File: src/rtl/stp_pkg.sv
package stp_pkg;
  localparam int unsigned STP_STAGES_DEFAULT = 8;

  function automatic logic stp_beat(input logic valid, input logic ready);
    return valid & ready;
  endfunction
endpackage

File: src/rtl/stp_shift_rank.sv
module stp_shift_rank #(
  parameter int unsigned STAGES = stp_pkg::STP_STAGES_DEFAULT
) (
  input  logic              clk,
  input  logic              clr_n,
  input  logic              step,
  input  logic              din,
  output logic [STAGES-1:0] stages
);
  localparam int unsigned LAST = STAGES - 1;

  for (genvar g = 0; g < STAGES; g++) begin : g_stage
    if (g == 0) begin : g_head
      always_ff @(posedge clk or negedge clr_n) begin
        if (!clr_n)    stages[g] <= 1'b0;
        else if (step) stages[g] <= din;
      end
    end else begin : g_body
      always_ff @(posedge clk or negedge clr_n) begin
        if (!clr_n)    stages[g] <= 1'b0;
        else if (step) stages[g] <= stages[g-1];
      end
    end
  end


  shift_move_chk: assert property (@(posedge clk) disable iff (!clr_n)
    step |=> (stages == {$past(stages[LAST-1:0]), $past(din)}));


  shift_hold_chk: assert property (@(posedge clk) disable iff (!clr_n)
    !step |=> $stable(stages));


  shift_clear_chk: assert property (@(posedge clk)
    !clr_n |-> (stages == '0));
endmodule

File: src/rtl/stp_hold_rank.sv
module stp_hold_rank #(
  parameter int unsigned STAGES = stp_pkg::STP_STAGES_DEFAULT
) (
  input  logic              clk,
  input  logic              clr_n,
  input  logic              store,
  input  logic [STAGES-1:0] src,
  output logic [STAGES-1:0] held
);
  always_ff @(posedge clk) begin
    if (store) held <= src;
  end

  // captured value is the source seen before the edge
  hold_load_chk: assert property (@(posedge clk) disable iff (!clr_n)
    store |=> (held == $past(src)));


  hold_keep_chk: assert property (@(posedge clk) disable iff (!clr_n)
    !store |=> $stable(held));
endmodule

File: src/rtl/stp_out_drive.sv
module stp_out_drive #(
  parameter int unsigned STAGES = stp_pkg::STP_STAGES_DEFAULT
) (
  input  logic              oe_n,
  input  logic [STAGES-1:0] held,
  output logic              bus_en,
  output logic [STAGES-1:0] bus_data
);
  always_comb begin
    bus_en   = ~oe_n;
    bus_data = oe_n ? '0 : held;
  end
endmodule

File: src/rtl/stp_latched_s2p.sv
module stp_latched_s2p #(
  parameter int unsigned STAGES = stp_pkg::STP_STAGES_DEFAULT
) (
  input  logic              clk,
  input  logic              clr_n,
  input  logic              ser_valid,
  output logic              ser_ready,
  input  logic              ser_data,
  input  logic              store_stb,
  input  logic              oe_n,
  output logic              ser_out,
  output logic              par_en,
  output logic [STAGES-1:0] par_data
);
  localparam int unsigned LAST = STAGES - 1;

  logic              beat;
  logic [STAGES-1:0] shift_q;
  logic [STAGES-1:0] hold_q;

  assign ser_ready = clr_n;
  assign beat      = stp_pkg::stp_beat(ser_valid, ser_ready);
  assign ser_out   = shift_q[LAST];

  stp_shift_rank #(.STAGES(STAGES)) u_shift (
    .clk    (clk),
    .clr_n  (clr_n),
    .step   (beat),
    .din    (ser_data),
    .stages (shift_q)
  );

  stp_hold_rank #(.STAGES(STAGES)) u_hold (
    .clk   (clk),
    .clr_n (clr_n),
    .store (store_stb),
    .src   (shift_q),
    .held  (hold_q)
  );

  stp_out_drive #(.STAGES(STAGES)) u_drive (
    .oe_n     (oe_n),
    .held     (hold_q),
    .bus_en   (par_en),
    .bus_data (par_data)
  );


  out_show_chk: assert property (@(posedge clk) disable iff (!clr_n)
    !oe_n |-> (par_en && par_data == hold_q));


  out_float_chk: assert property (@(posedge clk) disable iff (!clr_n)
    oe_n |-> (!par_en && par_data == '0));


  out_serial_chk: assert property (@(posedge clk) disable iff (!clr_n)
    beat |=> (ser_out == $past(shift_q[LAST-1])));
endmodule

File: config.mk
export PLATFORM = sky130hd
export DESIGN_NAME = stp_latched_s2p
export DESIGN_NICKNAME = d
export VERILOG_FILES = /design/src/rtl/stp_pkg.sv /design/src/rtl/stp_shift_rank.sv /design/src/rtl/stp_hold_rank.sv /design/src/rtl/stp_out_drive.sv /design/src/rtl/stp_latched_s2p.sv
export SDC_FILE = /design/constraint.sdc
export NUM_CORES = 1
export LEC_CHECK = 0
export ABC_AREA = 0
export BUFFER_PORTS_ARGS = -buffer_cell sky130_fd_sc_hd__buf_4
export CORE_AREA = 2 2 39 41
export CTS_CLUSTER_SIZE = 14
export DETAILED_ROUTE_END_ITERATION = 8
export DIE_AREA = 0 0 41 43
export PLACE_DENSITY = 0.7
export SLEW_MARGIN = 15
export SYNTH_ARGS = -nofsm -noshare
export SYNTH_HDL_FRONTEND = slang
export SYNTH_SLANG_ARGS = --single-unit
File: constraint.sdc
create_clock -name clk -period 1.1 [get_ports clk]
set_clock_uncertainty 0.1 [all_clocks]
set_input_delay 0.11 -clock clk [delete_from_list [all_inputs] [get_ports clk]]
set_output_delay 0.11 -clock clk [all_outputs]
set_load 0.01 [all_outputs]
==> flow_metrics.tcl, run 1 <==
set metrics [dict create \
    status "finished, violations left" \
    violations "negative setup slack" \
    timing.critical_path.arrival_ns 0.90 \
    avgSynthCellArea_um2 17.09 \
    ys_types 7 \
    start_util 0.4322 \
    ios 17 \
    die-area_um2 1763 \
    rr_worst_depth 1 \
    p_leak_nw 0.3480 \
    syn_inst 35 \
    final_nets 65 \
    fillCellCount 113 \
    cts_tree "done" \
    ys_seq_area_frac 0.7364 \
    drv_cap 0 \
    rrSetupSlack_ns 0.22 \
    synth_ff_type "edfxtp_1" \
    core_area_um2 1384 \
    relSlewSlack 0.7680 \
    die_h_um 43 \
    clk_latency_ns 0.28 \
    clock.fmax_ghz 0.9014 \
    grt_usage 0.1041 \
    setup_ws_ns -0.009392 \
    p_switching_mw 0.3709 \
    required_ns 0.89 \
    r2r_end "u_shift.stages[5]" \
    final.period_utilization 1.009 \
    h-tree-depth 1 \
    worstSetupPathType "flop to output pin" \
    cp-start-kind "flop" \
    holdCritPathClass "primary input to flop" \
    grt_pass1_vias 268 \
    fin_util 0.5741 \
    drtAntennaViolNets 0 \
    finalMaxSlewViolations 0 \
    io_buffers 16 \
    clk_pin_slew_ns 0.08 \
    diodes 0 \
    setup-violations-final 6 \
    drive_gt1_frac 0.5000 \
    combPwrFrac 0.203 \
    die_x_um 41 \
    post_drt_wl_per_cell_um 9.743 \
    ir_worst_vdd_mv 0.9869 \
    grt_pass1_wl_um 1131 \
    fin_crit_ns 1.109 \
    cts_inserted_buffers 3 \
    syn_to_final_growth_pct 32.85 \
    post_synth_instance_area_um2 598.1 \
    sw_frac_of_total 0.2384 \
    tightest_slew_ns 0.3469 \
    cts_root_buffer "clkbuf_4" \
    postCtsResizedCells 0 \
    hold_ws_ns 0.2004 \
    cp_max_fo 1 \
    power_density_nw_per_um2 1958 \
    synthTopCellsByArea "edfxtp_1, dfrtp_1, mux2_2" \
    synthArstFlopShare 0.5000 \
    yosys_warnings 0 \
    clkSinkCount 16 \
    dr_total_vias 329 \
    holdPathStages 3 \
    wl_um 721 \
    synth_common_cells "dfrtp_1, edfxtp_1, mux2_2, nor2b_1" \
    antenna_found_initial 0 \
    yosys_register_bits 16 \
    synth.largest_area_cell "edfxtp_1" \
    pwr-share-seq 0.605 \
    crit_end "par_data[1]" \
    pre_cts_ws_ns 0.1391 \
    drc 0 \
    internal_power_mw 1.185 \
    synth_nets 41 \
    grt_max_degree 10 \
    first_pass_iters 2 \
    cts_buffer_depth 2 \
    yosys.area.top_type_share 0.4017 \
    place_congestion 0.6396 \
    critPathCaptureType "output pin" \
    drt_iter0_markers 3 \
    std_cell_rows 14 \
    crit_path_start "u_hold.held[1]" \
    viasPerCell 4.446 \
    synth_edf_count 8 \
    tns_ns -0.04024 \
    rsz0062_at_grt "yes" \
    grt.overflow.total 0 \
    hold_path.startpoint "clr_n" \
    p_clk_frac 0.192 \
    hold_viol 0 \
    reg2reg_from "u_shift.stages[4]" \
]
area by class of cell:
type | instances | area, um2 | share of cell area
sequential | 16 | 440.4 | 0.5543
inverter | 1 | 3.754 | 0.004724
multi-input combinational | 17 | 146.4 | 0.1843
tap | 16 | 20.02 | 0.02520
timing repair buffer | 20 | 157.7 | 0.1984
clock buffer | 3 | 22.52 | 0.02835
clock inverter | 1 | 3.754 | 0.004724
routing by layer:
metal | global-route usage | up-vias | routed length [um]
met3 | 0.03141 | 2 | 70
met5 | 0 | - | 0
met4 | 0.1000 | 0 | 4
li1 | - | 169 | -
met1 | 0.1232 | 143 | 281
met2 | 0.1406 | 15 | 365
flip-flops by register name, indices dropped and copies added, names as in the netlist:
register and cells:
u_shift.stages 8, u_hold.held 8
logic make-up (layout without fill, tap and decap cells):
kind of cell	after synthesis	count (layout)	share of synthesized area
flip-flops	16	16	0.7364
AND/OR/NAND/NOR	9	9	0.09415
multiplexers	8	8	0.1506
buffers and inverters	2	25	0.01883
metrics by stage:
step	cell area, um2	cells	power, mW
6_report	794.5	74	1.556
5_1_grt	794.5	74	1.656
4_1_cts	794.5	74	1.573
3_5_place_dp	738.2	67	1.262
3_3_place_gp	738.2	67	1.253
2_1_floorplan	598.1	35	1.102
worst min path at each step:
| stage | slack (ns) | endpoint |
|---|---|---|
| 2_1_floorplan | -0.29 | u_shift.stages[0] |
| 3_3_place_gp | -0.06 | u_shift.stages[5] |
| 3_5_place_dp | -0.06 | u_shift.stages[3] |
| 4_1_cts | 0.19 | u_shift.stages[3] |
| 5_1_grt | 0.21 | u_shift.stages[3] |
| 6_report | 0.20 | u_shift.stages[3] |
cell usage in the layout, fill, tap and decap left out:
cell / count
buf_4: 17
nor2b_1: 8
mux2_2: 8
edfxtp_1: 8
dfrtp_1: 8
clkbuf_4: 3
dlygate4sd3_1: 3
inv_1: 1
nand2_2: 1
clkinv_1: 1
worst max-delay path, cell delays in order (launching register included):
cell and delay [ns]:
edfxtp_1 0.36, nor2b_1 0.13, buf_4 0.13
repair_timing:
action,CTS,global route
hold endpoints to repair,17,0
buffers inserted,0,0
cloned,0,0
hold buffers,3,0
setup endpoints to repair,8,8
power by group through the flow:
stage	clock network (mW)	registers, mW	logic, mW
5_1_grt	0.337	0.969	0.350
3_3_place_gp	0	0.947	0.306
4_1_cts	0.316	0.938	0.318
6_report	0.298	0.941	0.316
3_5_place_dp	0	0.952	0.310
2_1_floorplan	0	0.930	0.172
No activity file was read; power rests on OpenSTA's default activity.
==> run 2: changes to the inputs <==
--- a/config.mk
+++ b/config.mk
@@ -6,12 +6,11 @@
 export NUM_CORES = 1
 export LEC_CHECK = 0
 export ABC_AREA = 0
-export BUFFER_PORTS_ARGS = -buffer_cell sky130_fd_sc_hd__buf_4
 export CORE_AREA = 2 2 39 41
 export CTS_CLUSTER_SIZE = 14
 export DETAILED_ROUTE_END_ITERATION = 8
 export DIE_AREA = 0 0 41 43
-export PLACE_DENSITY = 0.7
+export DONT_BUFFER_PORTS = 1
 export SLEW_MARGIN = 15
 export SYNTH_ARGS = -nofsm -noshare
 export SYNTH_HDL_FRONTEND = slang
==> run 2 against run 1 <==
Against the previous run:
- the run now ends clean
- register-to-register slack got worse by 0.03 ns
- critical path depth decreased by 1
- die area unchanged
- maximum frequency grew 5.9%
- clock power grew 24%
- largest cell class unchanged
- sequential share of layout area is 9.2 points higher
==> flow_metrics.tcl, run 2 (synthesis gave the netlist of run 1 again) <==
set metrics [dict create \
    clkSinkCount 16 \
    finalMaxSlewViolations 0 \
    p_clk_frac 0.243 \
    rrSetupSlack_ns 0.19 \
    std_cell_rows 14 \
    fin_area_um2 681.9 \
    drc 0 \
    cp_max_fo 1 \
    antenna_found_initial 0 \
    drtAntennaViolNets 0 \
    power_density_nw_per_um2 2228 \
    crit_chain "nor2b_1" \
    drive_gt1_frac 0.3659 \
    grt_usage 0.1040 \
    wl_um 725 \
    slowest_stage "edfxtp_1" \
    cts_inserted_buffers 3 \
    final_nets 48 \
    h-tree-depth 1 \
    final.period_utilization 0.9526 \
    tns_ns 0 \
    pwr-share-seq 0.623 \
    critPathCaptureType "output pin" \
    internal_power_mw 1.174 \
    drv_cap 0 \
    worstSetupPathType "flop to output pin" \
    die-area_um2 1763 \
    place_area_um2 610.6 \
    ir_worst_vdd_mv 0.8910 \
    required_ns 0.89 \
    fin_crit_ns 1.048 \
    tightest_slew_ns 0.3542 \
    grt_max_degree 10 \
    final_cell_mix "mux2_2, edfxtp_1, dfrtp_1, nor2b_1" \
    clk_pin_slew_ns 0.08 \
    rsz0062_at_grt "no" \
    setup-violations-final 0 \
    cts_tree "done" \
    place_congestion 0.7026 \
    hold_ws_ns 0.06386 \
    grt_pass1_vias 270 \
    p_switching_mw 0.3453 \
    cts_root_buffer "clkbuf_4" \
    drt_iter0_markers 0 \
    syn_to_final_growth_pct 14.02 \
    status "completed" \
    slowest_delay_ns 0.33 \
    cp-start-kind "flop" \
    diodes 0 \
    combPwrFrac 0.134 \
    reg_top3 "u_hold.held: 8 flops, u_shift.stages: 8 flops" \
    path_delay_family "flip-flops" \
    grt.overflow.total 0 \
    post_cts_buffers 0 \
    timing.critical_path.arrival_ns 0.84 \
    grt_pass1_wl_um 1110 \
    sw_frac_of_total 0.2272 \
    start_util 0.4322 \
    ios 17 \
    clock.fmax_ghz 0.9544 \
    first_pass_iters 1 \
    hold_viol 0 \
    relSlewSlack 0.7631 \
    dp_hpwl_um 543.6 \
    cts_buffer_depth 2 \
    power_mw 1.519 \
    core_area_um2 1384 \
    p_leak_nw 0.2708 \
    dr_total_vias 287 \
    io_buffers 0 \
    post_drt_wl_per_cell_um 12.72 \
    viasPerCell 5.035 \
    clk_latency_ns 0.28 \
    die_h_um 43 \
    die_x_um 41 \
    path_buf_inv 0 \
    holdCritPathClass "primary input to asynchronous set/reset pin" \
]
-- run 2: changes by cell type in the layout (fill, tap and decap cells not counted) --
cell,before,now
buf_4,17,0
nor2b_1,8,6
nor2b_2,0,2
clkbuf_8,0,1
clkinv_1,1,0
-- run 2: layout make-up --
class | instances | area [um2]
fill | 119 | 701.9
sequential | 16 | 440.4
multi-input combinational | 17 | 151.4
clock buffer | 4 | 36.28
timing repair buffer | 3 | 30.03
tap | 16 | 20.02
inverter | 1 | 3.754
-- run 2: what timing repair did --
| action | in CTS | in global routing |
|---|---|---|
| hold buffers | 3 | 0 |
| endpoints found under the hold margin | 17 | 0 |
| endpoints found under the setup margin | 0 | 2 |
| gates resized for setup | 0 | 2 |
-- run 2: final timing paths --
check,start,end,cells past startpoint
min in group clk,clr_n,u_shift.stages[5],2
min,clr_n,u_shift.stages[6],1
max in group asynchronous,clr_n,u_shift.stages[2],1
max reg2reg,u_shift.stages[7],u_shift.stages[7],1
max,u_hold.held[2],par_data[2],1
min reg2reg,u_shift.stages[5],u_hold.held[5],0
-- run 2: power groups by stage --
stage | logic (mW) | registers, mW | clock network, mW
after detailed placement | 0.185 | 0.964 | 0
after global routing | 0.223 | 0.980 | 0.403
after CTS | 0.204 | 0.950 | 0.386
final | 0.204 | 0.947 | 0.369
after global placement | 0.179 | 0.950 | 0
after floorplan | 0.172 | 0.930 | 0
-- run 2: per-layer routing --
layer,up-vias,share of wire,track usage,routed length (um)
li1,136,-,-,-
met1,132,0.37,0.1011,265
met2,15,0.51,0.1469,369
met3,4,0.091,0.03665,66
met4,0,0.033,0.1200,24
met5,-,0,0,0
-- run 2: through the flow --
stage | instances | utilization | worst slack (ns)
4_1_cts | 57 | 0.4892 | 0.03148
5_1_grt | 57 | 0.4928 | 0.007589
6_report | 57 | 0.4928 | 0.05217
3_5_place_dp | 50 | 0.4412 | 0.1990
2_1_floorplan | 35 | - | 0.2192
3_3_place_gp | 50 | 0.4412 | 0.2042
